--- src/rtl/irq_mask_pkg.sv ---
package irq_mask_pkg;

  // Register word addresses. Software depends on these.
  localparam int unsigned ADDR_UNMASK = 0;
  localparam int unsigned ADDR_MASK   = 1;
  localparam int unsigned ADDR_VIEW   = 2;
  localparam int unsigned ADDR_STATUS = 3;

  // Source bit positions; the UART core drives eventIn in this order.
  localparam int unsigned SRC_RX_TRIG  = 0;
  localparam int unsigned SRC_RX_EMPTY = 1;
  localparam int unsigned SRC_RX_FULL  = 2;
  localparam int unsigned SRC_TX_EMPTY = 3;
  localparam int unsigned SRC_TX_FULL  = 4;

  // Strobes from control to datapath, one per state update.
  typedef struct packed {
    logic setMask;
    logic clrMask;
    logic clrStatus;
  } regStrobes_t;

  typedef enum logic [1:0] {
    RD_ZERO   = 2'd0,
    RD_MASK   = 2'd1,
    RD_STATUS = 2'd2
  } readSel_t;

endpackage

--- src/rtl/irq_mask_ctrl.sv ---
module irq_mask_ctrl
  import irq_mask_pkg::*;
#(
  parameter int unsigned ADDR_W = 3
) (
  input  logic [ADDR_W-1:0] addr,
  input  logic              wrEn,
  output regStrobes_t       strobes,
  output readSel_t          readSel
);

  logic hitUnmask;
  logic hitMask;
  logic hitView;
  logic hitStatus;

  always_comb begin
    hitUnmask = (addr == ADDR_W'(ADDR_UNMASK));
    hitMask   = (addr == ADDR_W'(ADDR_MASK));
    hitView   = (addr == ADDR_W'(ADDR_VIEW));
    hitStatus = (addr == ADDR_W'(ADDR_STATUS));
  end

  // Writes to the view address produce no strobe: the mask is read-only there.
  always_comb begin
    strobes.setMask   = wrEn & hitUnmask;
    strobes.clrMask   = wrEn & hitMask;
    strobes.clrStatus = wrEn & hitStatus;
  end

  always_comb begin
    if (hitView)        readSel = RD_MASK;
    else if (hitStatus) readSel = RD_STATUS;
    else                readSel = RD_ZERO;
  end

endmodule

--- src/rtl/irq_mask_datapath.sv ---
module irq_mask_datapath
  import irq_mask_pkg::*;
#(
  parameter int unsigned NUM_SRC = 13,
  parameter int unsigned DATA_W  = 32
) (
  input  logic               clk,
  input  logic               rst,
  input  regStrobes_t        strobes,
  input  readSel_t           readSel,
  input  logic [NUM_SRC-1:0] srcBits,
  input  logic [NUM_SRC-1:0] eventIn,
  output logic [DATA_W-1:0]  rdData,
  output logic [NUM_SRC-1:0] maskQ,
  output logic [NUM_SRC-1:0] statusQ,
  output logic               irqOut
);

  localparam int unsigned PAD_W = DATA_W - NUM_SRC;

  logic [NUM_SRC-1:0] setBits;
  logic [NUM_SRC-1:0] clrBits;
  logic [NUM_SRC-1:0] maskNext;

  always_comb begin
    setBits  = strobes.setMask ? srcBits : '0;
    clrBits  = strobes.clrMask ? srcBits : '0;
    // Clearing is applied last so it dominates any set of the same bit.
    maskNext = (maskQ | setBits) & ~clrBits;
  end

  always_ff @(posedge clk) begin
    if (rst) maskQ <= '0;
    else     maskQ <= maskNext;
  end

  // One sticky cell per source; a fresh event outranks its own clear.
  for (genvar i = 0; i < NUM_SRC; i++) begin : gStatus
    logic clrHit;
    assign clrHit = strobes.clrStatus & srcBits[i];
    always_ff @(posedge clk) begin
      if (rst) statusQ[i] <= 1'b0;
      else     statusQ[i] <= eventIn[i] | (statusQ[i] & ~clrHit);
    end
  end

  always_ff @(posedge clk) begin
    if (rst) irqOut <= 1'b0;
    else     irqOut <= |(statusQ & maskQ);
  end

  always_comb begin
    case (readSel)
      RD_MASK:   rdData = {{PAD_W{1'b0}}, maskQ};
      RD_STATUS: rdData = {{PAD_W{1'b0}}, statusQ};
      default:   rdData = '0;
    endcase
  end

endmodule

--- src/rtl/irq_mask_unit.sv ---
module irq_mask_unit
  import irq_mask_pkg::*;
#(
  parameter int unsigned NUM_SRC = 13,
  parameter int unsigned DATA_W  = 32,
  parameter int unsigned ADDR_W  = 3
) (
  input  logic               clk,
  input  logic               rst,
  input  logic [ADDR_W-1:0]  addr,
  input  logic               wrEn,
  input  logic [DATA_W-1:0]  wrData,
  output logic [DATA_W-1:0]  rdData,
  input  logic [NUM_SRC-1:0] eventIn,
  output logic               irqOut
);

  regStrobes_t        strobes;
  readSel_t           readSel;
  logic [NUM_SRC-1:0] maskQ;
  logic [NUM_SRC-1:0] statusQ;
  logic [NUM_SRC-1:0] srcBits;
  logic               unusedHigh;

  assign srcBits    = wrData[NUM_SRC-1:0];
  assign unusedHigh = ^wrData[DATA_W-1:NUM_SRC];

  irq_mask_ctrl #(
    .ADDR_W(ADDR_W)
  ) uCtrl (
    .addr   (addr),
    .wrEn   (wrEn),
    .strobes(strobes),
    .readSel(readSel)
  );

  irq_mask_datapath #(
    .NUM_SRC(NUM_SRC),
    .DATA_W (DATA_W)
  ) uPath (
    .clk    (clk),
    .rst    (rst),
    .strobes(strobes),
    .readSel(readSel),
    .srcBits(srcBits),
    .eventIn(eventIn),
    .rdData (rdData),
    .maskQ  (maskQ),
    .statusQ(statusQ),
    .irqOut (irqOut)
  );

endmodule

--- config.mk ---
export PLATFORM = sky130hd
export DESIGN_NAME = irq_mask_unit
export DESIGN_NICKNAME = d
export VERILOG_FILES = /design/src/rtl/irq_mask_pkg.sv /design/src/rtl/irq_mask_ctrl.sv /design/src/rtl/irq_mask_datapath.sv /design/src/rtl/irq_mask_unit.sv
export SDC_FILE = /design/constraint.sdc
export NUM_CORES = 1
export LEC_CHECK = 0
export CELL_PAD_IN_SITES_DETAIL_PLACEMENT = 1
export CELL_PAD_IN_SITES_GLOBAL_PLACEMENT = 2
export CORE_MARGIN = 2
export CORE_UTILIZATION = 33
export CTS_BUF_LIST = sky130_fd_sc_hd__clkbuf_4 sky130_fd_sc_hd__clkbuf_8 sky130_fd_sc_hd__clkbuf_16
export CTS_CLUSTER_SIZE = 8
export DETAILED_ROUTE_END_ITERATION = 8
export DONT_BUFFER_PORTS = 1
export PLACE_DENSITY = 0.78
export SYNTH_ARGS = -nofsm -noshare
export SYNTH_HDL_FRONTEND = slang
export SYNTH_SLANG_ARGS = --single-unit
--- constraint.sdc ---
create_clock -name clk -period 1.6 [get_ports clk]
set_input_delay 0.32 -clock clk [delete_from_list [all_inputs] [get_ports clk]]
set_output_delay 0.32 -clock clk [all_outputs]
set_load 0.02 [all_outputs]
==> results of run 1 <==
-- power groups by stage --
| stage | clock network, mW | registers, mW | logic (mW) |
|---|---|---|---|
| floorplan | 0 | 0.740 | 0.192 |
| global placement | 0 | 0.746 | 0.157 |
| detailed placement | 0 | 0.748 | 0.163 |
| CTS | 0.424 | 0.733 | 0.163 |
| global route | 0.451 | 0.737 | 0.179 |
| finish | 0.406 | 0.733 | 0.162 |
-- worst register-to-register path, stage by stage (launching register included) --
cell and delay [ns]:
dfxtp_1 0.34, a222oi_1 0.38, and3_1 0.21, a31oi_1 0.07
-- stage by stage --
| stage | cells | utilization (%) | hold WS, ns |
|---|---|---|---|
| after floorplan | 177 | - | 0.4131 |
| after global placement | 216 | 35.11 | 0.3881 |
| after CTS | 220 | 36.25 | 0.09218 |
| after global routing | 220 | 36.25 | 0.08189 |
| after detailed placement | 216 | 35.11 | 0.3904 |
| final | 220 | 36.25 | 0.1030 |
-- final cells by class --
| type | instances | area share (%) |
|---|---|---|
| well taps | 52 | 4.180 |
| flip-flops and latches | 27 | 34.73 |
| multi-input cells | 109 | 47.59 |
| inverters | 13 | 3.135 |
| repair buffers | 15 | 7.235 |
| clock buffers | 4 | 3.135 |
-- registers in the layout, indices dropped and copies added, names as in the netlist --
signal	count
uPath.irqOut	1
uPath.maskQ	13
uPath.statusQ	13
-- cell families (layout without fill, tap and decap cells) --
family / after synthesis / after routing
compound gates: 46 / 46
buf+inv: 41 / 32
flops: 27 / 27
mux: 13 / 13
other cells: 1 / 19
simple gates: 31 / 31
-- path summary, 6_finish.rpt --
| path | to | depth (start not counted) |
|---|---|---|
| max | rdData[9] | 3 |
| min | uPath.maskQ[11]$_SDFF_PP0_ | 1 |
| max reg2reg | uPath.irqOut$_SDFF_PP0_ | 3 |
| min reg2reg | uPath.statusQ[4]$_SDFF_PP0_ | 2 |
-- per-layer routing --
| layer | vias up | routed length (µm) | share of wire [%] |
|---|---|---|---|
| li1 | 552 | - | - |
| met3 | 4 | 225 | 6.2 |
| met2 | 43 | 1872 | 52 |
| met1 | 580 | 1495 | 41 |
| met5 | - | 0 | 0 |
| met4 | 0 | 25 | 0.69 |
-- cell usage in the layout, fill, tap and decap left out --
master    instances
a311oi_1         13
a211oi_1          3
conb_1           19
a211oi_2         10
inv_1            13
and3_1            1
a222oi_1          1
a31oi_1           1
a22oi_1           3
nand2b_1          1
and4b_1           1
clkbuf_8          3
a21oi_1          13
clkbuf_4          1
a22o_1            1
mux2i_1          13
a221oi_1          1
nor2_1           26
and4bb_2          1
buf_4            15
nor4b_4           1
dfxtp_1          27
==> impl_metrics.toml, run 1 <==
[outcome]
status = "finished clean"

[route]
drtIter0Drc = 44
via_per_inst = 5.359
drtPass1Iterations = 4
drc = 0
vias = 1179
final_antenna_net_count = 0
drt-wirelength-per-cell_um = 16.45
drt-total-wl_um = 3619

[synthesis]
synth-seq-cells = 27
yosys_warnings = 0
netlist_area_um2 = 1459
syn_area_per_cell_um2 = 9.175
synth_compound_area_share_pct = 26.24
netlist_top_cells_count = "27 x dfxtp_1, 26 x nor2_1, 19 x buf_4"
synthAdderAreaFrac_pct = 0
synth.top_cells.by_area = "dfxtp_1 37%, buf_4 9.8%, mux2i_1 8.9%"
yosysUniqueCellTypes = 24
synth-simple-area-share_pct = 10.72
synth_flop_cell = "dfxtp_1"
post_synth_xor_area_fraction_pct = 0
synth_top_area_share_pct = 37.05
yosysMostFrequentCell = "dfxtp_1"
synth-seq-area-share_pct = 37.05
yosys.area.top_type = "dfxtp_1"
synth_cells = 159
muxShareOfSynthArea_pct = 8.919
synth_top_family_by_area = "compound AO/OA/AOI/OAI gates"
synth_edf_count = 0
ys_async_sr_fraction_pct = 0

[cells_and_area]
multi_input_area_um2 = 740.7
antenna-diode-count = 0
register_area_um2 = 540.5
drive_above_1_share_pct = 18.45
stdcell_area_um2 = 1556
fillers = 509
syn_to_final_growth_pct = 6.689
finalNetCount = 220

[critical_path]
cpMaxStageDelayCell = "nand2b_1"
worstPathArrival_ns = 1.13
required_ns = 1.28
r2r-start = "uPath.maskQ[6]$_SDFF_PP0_"
crit_path_max_fanout = 13
critPathTopFamily = "simple AND/OR/NAND/NOR gates"
max_stage_delay_ns = 0.40
startpoint_type = "input port"
end_kind = "output port"
regToRegSetupSlack_ns = 0.49
path_cells = "nand2b_1, nor2_1, buf_4"
cp-startpoint = "addr[2]"
worst-path-buf-inv = 1
path_class = "input port to output port"

[grt]
grt.met2_usage_pct = 26.73
grt_usage_pct = 14.75
grt_max_degree = 28
use_met3_pct = 3.030
grt_pass1_vias = 1278
grt_use_met1_pct = 17.43
grt-ovfl-total = 0
grt_antenna_before_repair = 0
grt_pass1_wl_um = 5954
top_usage_layer = "met2"

[timing]
fin_ws_ns = 0.1535
setup_viol = 0
worstMarginPinSlew_ns = 0.5957
slew_headroom_pct = 60.28
finalClockSkew_ns = 0.0009685
drv_slew = 0
fmax_mhz = 691.3
hold_violations = 0
tns_ns = 0
fin_crit_ns = 1.447
rsz0062_at_grt = "no"
fin_crit_sh_pct = 90.41

[pwr]
swShare_pct = 26.02
powerDensity_nw_per_um2 = 835.8
clockPowerShare_pct = 31.2
intPower_mw = 0.9624
comb_power_share_pct = 12.4
p_switching_mw = 0.3386
total_power_mw = 1.301
p_leak_nw = 0.6434
ir_drop_mv = 0.3019
power_frac_seq_pct = 56.3

[floorplan]
rows = 24
initial_core_util_pct = 33.97
die_w_um = 70.49
dieArea_um2 = 4969
ios = 84
coreArea_um2 = 4294
die_h_um = 70.49

[clock_network]
cts.htree.levels = 1
cts_resized = 0
clk_latency_ns = 0.27
cts_sinks = 27
root_buffer = "clkbuf_8"
hold_buffers = 0
cts_made_buffers = 3
cts.clk_slew.worst_paths_ns = 0.09
post_cts_buffers = 0
clockBufferDepth = 2
cts_tree = "yes"

[run]
drv_cap = 0

[place]
globalplace.congestion = 0.7844
dpl-instance-area_um2 = 1508
port_buffers = 0
dp_hpwl_um = 2668
dp_slack_ns = 0.1351

[hold_path]
hold_start = "rst"
min_path_type = "input port to flop"
No activity file was read; power rests on OpenSTA's default activity.
==> inputs of run 2 (changes only) <==
- CORE_ASPECT_RATIO: default -> 2
- TNS_END_PERCENT: default -> 50
==> run 2 against run 1 <==
  * Worst hold slack gained 0.0019 ns
  * Non-clock buffer count grew 3
  * Core utilization grew 0.85 points
  * Clock-buffer cell count is the same
  * Fmax grew 8.6%
  * First-iteration DRC count shrank 75%
  * Critical path depth is the same
  * Largest cell class unchanged
==> impl_metrics.toml, run 2 (same netlist as run 1, synthesis figures left out) <==
[critical_path]
r2r.worst_path.cells = 3
r2r_end = "uPath.irqOut$_SDFF_PP0_"
worstPathArrival_ns = 1.01
max_stage_delay_ns = 0.37
endpoint = "rdData[2]"
cpMaxStageDelayCell = "dfxtp_1"
path_class = "flop to output port"
critPathTopFamily = "flip-flops"
required_ns = 1.28
cp-startpoint = "uPath.statusQ[2]$_SDFF_PP0_"
startpoint_type = "flop"
path_cells = "mux2i_1, nor2_1, buf_4"
regToRegSetupSlack_ns = 0.47
r2r-start = "uPath.maskQ[6]$_SDFF_PP0_"
worst-path-stages = 3
worst-path-buf-inv = 1
crit_path_max_fanout = 3
end_kind = "output port"

[route]
drc = 0
drtPass1Iterations = 4
via_per_inst = 5.142
drtIter0Drc = 11
drt-total-wl_um = 3710
drt-wirelength-per-cell_um = 16.49
final_antenna_net_count = 0
vias = 1157

[place]
port_buffers = 0
dp_hpwl_um = 2972
dp_slack_ns = 0.3497
dpl-instance-area_um2 = 1545
globalplace.congestion = 0.7368

[cells_and_area]
finalNetCount = 223
stdcell_area_um2 = 1594
drive_above_1_share_pct = 19.88
antenna-diode-count = 0
layout_common_cells = "27 x dfxtp_1, 26 x nor2_1, 19 x conb_1"
finish.utilization_pct = 37.10
reg_top3 = "uPath.maskQ: 13 flops, uPath.statusQ: 13 flops, uPath.irqOut: 1 flops"
mostFrequentLayoutCell = "dfxtp_1"
syn_to_final_growth_pct = 9.263

[clock_network]
cts.htree.levels = 1
cts.clk_slew.worst_paths_ns = 0.09
root_buffer = "clkbuf_8"
clk_latency_ns = 0.27
cts_resized = 0
cts_tree = "yes"
cts_made_buffers = 3
clockBufferDepth = 2
post_cts_buffers = 0
cts_sinks = 27
hold_buffers = 0

[timing]
setup_viol = 0
tns_ns = 0
fmax_mhz = 750.9
drv_slew = 0
fin_crit_sh_pct = 83.23
finalClockSkew_ns = 0.001843
fin_crit_ns = 1.332
rsz0062_at_grt = "no"
fin_ws_ns = 0.2683
hold_violations = 0

[pwr]
ir_drop_mv = 0.3810
p_leak_nw = 0.6607
total_power_mw = 1.306
powerDensity_nw_per_um2 = 819.4

[outcome]
status = "finished clean"

[floorplan]
coreArea_um2 = 4297
die_w_um = 51.02
die_h_um = 98.03
rows = 34
dieArea_um2 = 5001
initial_core_util_pct = 33.95
ios = 84

[hold_path]
min_path_type = "input port to flop"

[grt]
grt_usage_pct = 15.98
grt_pass1_wl_um = 6154
grt_pass1_vias = 1262
grt_antenna_before_repair = 0
grt-ovfl-total = 0
grt_max_degree = 28

[run]
drv_cap = 0
-- run 2: area by class of cell --
class	instances	area (µm²)
clock buffers	4	48.80
fillers	532	2703
inverters	13	48.80
multi-input cells	109	740.7
flip-flops and latches	27	540.5
well taps	54	67.56
repair buffers	18	147.6
-- run 2: worst register-to-register path, stage by stage, from the launching register on --
cell and delay [ns]:
dfxtp_1 0.33, a222oi_1 0.39, and3_1 0.22, a31oi_1 0.07
-- run 2: worst min-delay path by stage --
stage	from	to	slack, ns	cells after the start
finish	rst	uPath.maskQ[9]$_SDFF_PP0_	0.10	1
global route	rst	uPath.maskQ[9]$_SDFF_PP0_	0.08	1
CTS	rst	uPath.maskQ[9]$_SDFF_PP0_	0.09	1
detailed placement	rst	uPath.maskQ[12]$_SDFF_PP0_	0.39	1
global placement	rst	uPath.maskQ[11]$_SDFF_PP0_	0.39	1
floorplan	wrData[10]	uPath.maskQ[10]$_SDFF_PP0_	0.41	1
-- run 2: per-stage QoR --
step	hold WS (ns)	std cells
2_1_floorplan	0.4131	177
3_3_place_gp	0.3880	221
3_5_place_dp	0.3903	221
4_1_cts	0.09009	225
5_1_grt	0.07970	225
6_report	0.1048	225
-- run 2: per-layer routing --
| layer | GRT usage [%] | vias up | wire length (µm) |
|---|---|---|---|
| met5 | 0 | - | 0 |
| met4 | 4.990 | 0 | 27 |
| met3 | 2.599 | 2 | 198 |
| met2 | 30.57 | 30 | 2181 |
| li1 | - | 556 | - |
| met1 | 16.81 | 569 | 1303 |
-- run 2: power breakdown --
group	switching, mW	total, mW	internal, mW	leakage [nW]
Clock	0.209	0.404	0.195	0.0262
Sequential	0.0278	0.732	0.705	0.222
Combinational	0.102	0.170	0.0681	0.412
